## config.mk

```make
export PLATFORM = sky130hd
export DESIGN_NAME = synth_prog
export DESIGN_NICKNAME = d
export VERILOG_FILES = /design/src/rtl/synth_prog.sv
export SDC_FILE = /design/constraint.sdc
export NUM_CORES = 1
export LEC_CHECK = 0
export ABC_AREA = 1
export ABC_CLOCK_PERIOD_IN_PS = 3800
export BUFFER_PORTS_ARGS = -buffer_cell sky130_fd_sc_hd__buf_2
export CAP_MARGIN = 40
export CORE_MARGIN = 8
export CORE_UTILIZATION = 30
export DETAILED_ROUTE_END_ITERATION = 16
export PLACE_DENSITY_LB_ADDON = 0.15
export SETUP_SLACK_MARGIN = 0.2
export SLEW_MARGIN = 20
export SYNTH_ARGS = -nofsm -noshare
export SYNTH_HDL_FRONTEND = slang
export SYNTH_SLANG_ARGS = --single-unit
```

## constraint.sdc

```tcl
create_clock -name clk -period 3.8 [get_ports clk]
set_input_delay 0.76 -clock clk [delete_from_list [all_inputs] [get_ports clk]]
set_output_delay 0.76 -clock clk [all_outputs]
set_load 0.02 [all_outputs]
```

## src/rtl/synth_prog.sv

```systemverilog
module synth_prog #(
  parameter int DIV_W = 8,
  parameter int REP_W = 2
) (
  input  logic             clk,
  input  logic             rst_n,
  input  logic             start,
  input  logic [3:0]       sel_idx,
  input  logic [6:0]       n_div,
  input  logic [2:0]       p_div,
  input  logic [6:0]       d_div,
  input  logic [DIV_W-1:0] half_div,
  input  logic [REP_W-1:0] reps,
  output logic             clk_pin,
  output logic             data_pin,
  output logic             busy,
  output logic             done
);
  localparam int WORD_W   = 24;
  localparam int PRE_LEN  = 14;
  localparam int SB_LEN   = 2;
  localparam int DATA_LO  = PRE_LEN + SB_LEN;
  localparam int STOP_LO  = DATA_LO + 4 * WORD_W;
  localparam int TOTAL    = STOP_LO + 3;
  localparam int STEP_W   = $clog2(TOTAL);
  localparam logic [STEP_W-1:0] LAST = STEP_W'(TOTAL - 1);

  logic [WORD_W-1:0] word;
  logic [DIV_W-1:0]  div_q, tick;
  logic [REP_W-1:0]  rep_tgt, rep_cnt;
  logic [STEP_W-1:0] step, rel;
  logic [1:0]        pins;
  logic              bitv;

  assign rel  = step - STEP_W'(DATA_LO);
  assign bitv = word[rel[STEP_W-1:2]];

  always_comb begin
    pins = 2'b11;
    if (busy) begin
      if (step < STEP_W'(PRE_LEN)) begin
        case (step)
          STEP_W'(0):  pins = 2'b00;
          STEP_W'(1):  pins = 2'b10;
          STEP_W'(12): pins = 2'b00;
          STEP_W'(13): pins = 2'b01;
          default:     pins = step[0] ? 2'b10 : 2'b11;
        endcase
      end else if (step < STEP_W'(DATA_LO)) begin
        pins = {1'b0, step[0]};
      end else if (step < STEP_W'(STOP_LO)) begin
        case (rel[1:0])
          2'd0:    pins = {~bitv, 1'b1};
          2'd1:    pins = {~bitv, 1'b0};
          2'd2:    pins = {bitv, 1'b0};
          default: pins = {bitv, 1'b1};
        endcase
      end else begin
        pins = (step == STEP_W'(STOP_LO + 1)) ? 2'b10 : 2'b11;
      end
    end
  end

  assign data_pin = pins[1];
  assign clk_pin  = pins[0];

  always_ff @(posedge clk or negedge rst_n) begin
    if (!rst_n) begin
      word    <= '0;
      div_q   <= '0;
      tick    <= '0;
      rep_tgt <= '0;
      rep_cnt <= '0;
      step    <= '0;
      busy    <= 1'b0;
      done    <= 1'b0;
    end else begin
      done <= 1'b0;
      if (!busy) begin
        if (start) begin
          word    <= {3'b010, sel_idx, n_div, p_div, d_div};
          div_q   <= (half_div == '0) ? DIV_W'(1) : half_div;
          rep_tgt <= (reps == '0) ? REP_W'(1) : reps;
          rep_cnt <= '0;
          tick    <= '0;
          step    <= '0;
          busy    <= 1'b1;
        end
      end else if (tick == div_q - 1'b1) begin
        tick <= '0;
        if (step == LAST) begin
          step <= '0;
          if (rep_cnt == rep_tgt - 1'b1) begin
            busy <= 1'b0;
            done <= 1'b1;
          end else begin
            rep_cnt <= rep_cnt + 1'b1;
          end
        end else begin
          step <= step + 1'b1;
        end
      end else begin
        tick <= tick + 1'b1;
      end
    end
  end

  assert_done_pulse_R10: assert property (@(posedge clk) disable iff (!rst_n)
    done |=> !done);

  assert_done_idle_R10: assert property (@(posedge clk) disable iff (!rst_n)
    done |-> (!busy && clk_pin && data_pin));

  assert_busy_fall_done_R8: assert property (@(posedge clk) disable iff (!rst_n)
    $fell(busy) |-> done);

  assert_word_held_R9: assert property (@(posedge clk) disable iff (!rst_n)
    (busy && $past(busy)) |-> (word == $past(word) && div_q == $past(div_q)));

  assert_tick_in_range_R7: assert property (@(posedge clk) disable iff (!rst_n)
    busy |-> (tick < div_q));

  assert_one_pin_moves_R5: assert property (@(posedge clk) disable iff (!rst_n)
    (busy && $past(busy) && step != '0 && pins != $past(pins))
      |-> ($countones(pins ^ $past(pins)) == 1));
endmodule

```

==> metrics.cfg <==
[global_route]
grt_pass1_wl_microns=13030
grt_max_degree=34
grt_pass1_vias=2696
antenna_found_initial=0
gr-total-overflow=0
grt.total_usage=0.1194

[synth]
ys_ff_latch=51
avgSynthCellArea_sq_um=7.281
yosysSeqAreaShare=0.4163
netlist_instances=421
netlist_area_sq_um=3065
ys.warnings.count=0
synth_cell_type_count=29
synth_nets=464

[clocking]
clock_sinks=51
cts_root_buffer=clkbuf_8
clk_pin_slew_ps=100
numCtsBuffers=5
cts_max_level=2
post_cts_resized=0
holdBufCountCts=0
clk-insertion-delay-late_ps=310
clk_path_buf_depth=2
cts_tree=done
postCtsSetupRepairBufs=0

[critical_path]
crit_required_ps=3040
end_kind=output pin
crit_type=register to output pin
cpMaxStageDelayCell=dfrtp_1
crit_chain=clkinv_1 > nand2_1 > inv_1 > nand2_1 > nand3b_1 > nand2_1 > nand2_1 > nand3_1 > nand2_1 > nand3_1 > nand2_1 > nand2_1 > buf_2
cp_num_cells=13
critPathLaunchType=register
cpMostUsedCell=nand2_1
cp_slowest_stage_delay_ps=700
critPathBufInv=3
crit_arrival_ps=2440
cp_max_fo=17
cp_top_family=simple AND/OR/NAND/NOR gates
reg2reg_depth=10

[sta]
fin_crit_ps=3197
tightest_slew_ps=556.6
fin_hold_ws_ps=230.0
timing.slew.headroom=0.6290
rsz0062_at_grt=no
finalClockSkew_ps=10.57
fin_ws_ps=602.9
post-route-period-util=0.8413
final-hold-violation-count=0
timing.fmax_mhz=312.8
fin_tns_setup_ps=0
finalMaxSlewViolations=0
setup_viol=0

[floorplanning]
io_pins=38
core_sq_um=10140
die_h_microns=117.1
die_area_sq_um=13710
die_x_microns=117.1
start_util=0.3024
fp-row-count=37

[layout]
diodes=0
final_cell_mix=143 x nand2_1, 52 x inv_1, 51 x dfrtp_1
syn_to_final_growth_pct=13.51
fin_cells=593
drive_gt1_frac=0.1532
final_common_cell=nand2_1
nNetsFinal=499
stdcell_area_sq_um=3480

[pwr]
ir_worst_vdd_v=0.0001536
leakage_nw=1.824
p_per_area_nw_per_um2=471.9

[run_status]
status=complete, no violations

[drt]
num_vias=2668
via_per_inst=4.499
routed_wl_microns=7498
ant_nets=0
wl_per_cell_microns=12.64
dr.first_iter.drc_count=92
drc=0
drt_pass1_iterations=4

[run]
cap_violations=0

[worst_hold_path]
hold_class=input pin to asynchronous set/reset pin

[place]
placed_area_sq_um=3374
portBuffers=37
place_ws_ps=940.0
place.gp.congestion=0.7732
dp_cells=584
hpwl_microns=5600

[area by class of cell]
type,instances,area (sq um)
Clock buffer,6,72.57
Fill cell,1112,6659
Sequential cell,51,1276
Inverter,56,210.2
Timing Repair Buffer,41,227.7
Multi-Input combinational cell,301,1510
Tap cell,136,170.2
Clock inverter,2,12.51
[registers in the layout, indices dropped and copies added, names as in the netlist]
signal and cells:
tick 8, div_q 8, busy 1, done 1, rep_tgt 2, step 7
rep_cnt 2, word 22
[cells in the mapped netlist]
| master | instances | area (sq um) |
|---|---|---|
| a21oi_1 | 6 | 30.03 |
| a41oi_1 | 1 | 8.760 |
| and2_4 | 1 | 8.760 |
| buf_2 | 4 | 20.02 |
| buf_6 | 2 | 22.52 |
| clkbuf_1 | 7 | 26.28 |
| clkinv_1 | 3 | 11.26 |
| dfrtp_1 | 51 | 1276 |
| ha_1 | 9 | 112.6 |
| inv_1 | 52 | 195.2 |
| inv_2 | 1 | 3.750 |
| nand2_1 | 143 | 536.8 |
| nand2_2 | 3 | 18.77 |
| nand2_4 | 2 | 22.52 |
| nand2_8 | 1 | 20.02 |
| nand3_1 | 38 | 190.2 |
| nand3b_1 | 1 | 7.510 |
| nand4_1 | 8 | 50.05 |
| nor2_1 | 25 | 93.84 |
| nor2_2 | 4 | 25.02 |
| nor3_1 | 3 | 15.01 |
| nor4_1 | 1 | 6.260 |
| o211ai_1 | 2 | 15.01 |
| o21ai_0 | 24 | 120.1 |
| o21ai_2 | 6 | 52.55 |
| o22ai_1 | 6 | 37.54 |
| or2_2 | 4 | 25.02 |
| xnor2_1 | 4 | 35.03 |
| xor2_1 | 9 | 78.83 |
[worst paths after layout]
check                      startpoint          to  slack [ps]
max                           step[2]    data_pin         600
min                             rst_n    div_q[2]         230
max reg2reg                   step[2]  rep_cnt[0]        1770
min reg2reg                  word[22]    word[22]         480
max in group asynchronous       rst_n    word[22]        2880
min in group clk             word[22]    word[22]         480
[worst register-to-register path, cell delays in order (launching register included)]
cell and delay, ps:
dfrtp_1 590, nor2_1 370, nand3_1 270, inv_1 140, nor2_1 70, inv_1 100
nand2_1 60, inv_1 100, nand3_1 100, nand2_1 80, nand2_1 40
[kinds of logic (layout without fill, tap and decap cells)]
group           count (synthesis)  in the layout  synth area share
buf+inv                        69            105           0.09102
compound gates                 45             45           0.08612
xor+xnor                       13             13           0.03714
flops                          51             51            0.4163
simple gates                  234            234            0.3327
fa+ha+maj                       9              9           0.03674
[stage by stage]
step | total power [mW] | util
floorplan | 1.181 | -
global placement | 1.332 | 0.3328
detailed placement | 1.339 | 0.3328
CTS | 1.669 | 0.3412
global route | 1.790 | 0.3432
finish | 1.642 | 0.3432
[metal layers]
layer / global-route usage / wire length (microns) / part of all wire / up-vias
met5: 0 / 0 / 0 / -
met4: 0.03840 / 136 / 0.018 / 0
met3: 0.02206 / 203 / 0.027 / 8
met2: 0.1873 / 3323 / 0.44 / 37
met1: 0.1623 / 3835 / 0.51 / 1231
li1: - / - / - / 1392
[where the power goes]
part	switching [mW]	internal, mW	leakage, nW	total [mW]
clock	0.188	0.129	0.0412	0.318
combinational	0.340	0.242	1.16	0.582
sequential	0.109	0.634	0.621	0.742
Note: power is estimated with default switching activity, not from simulation.
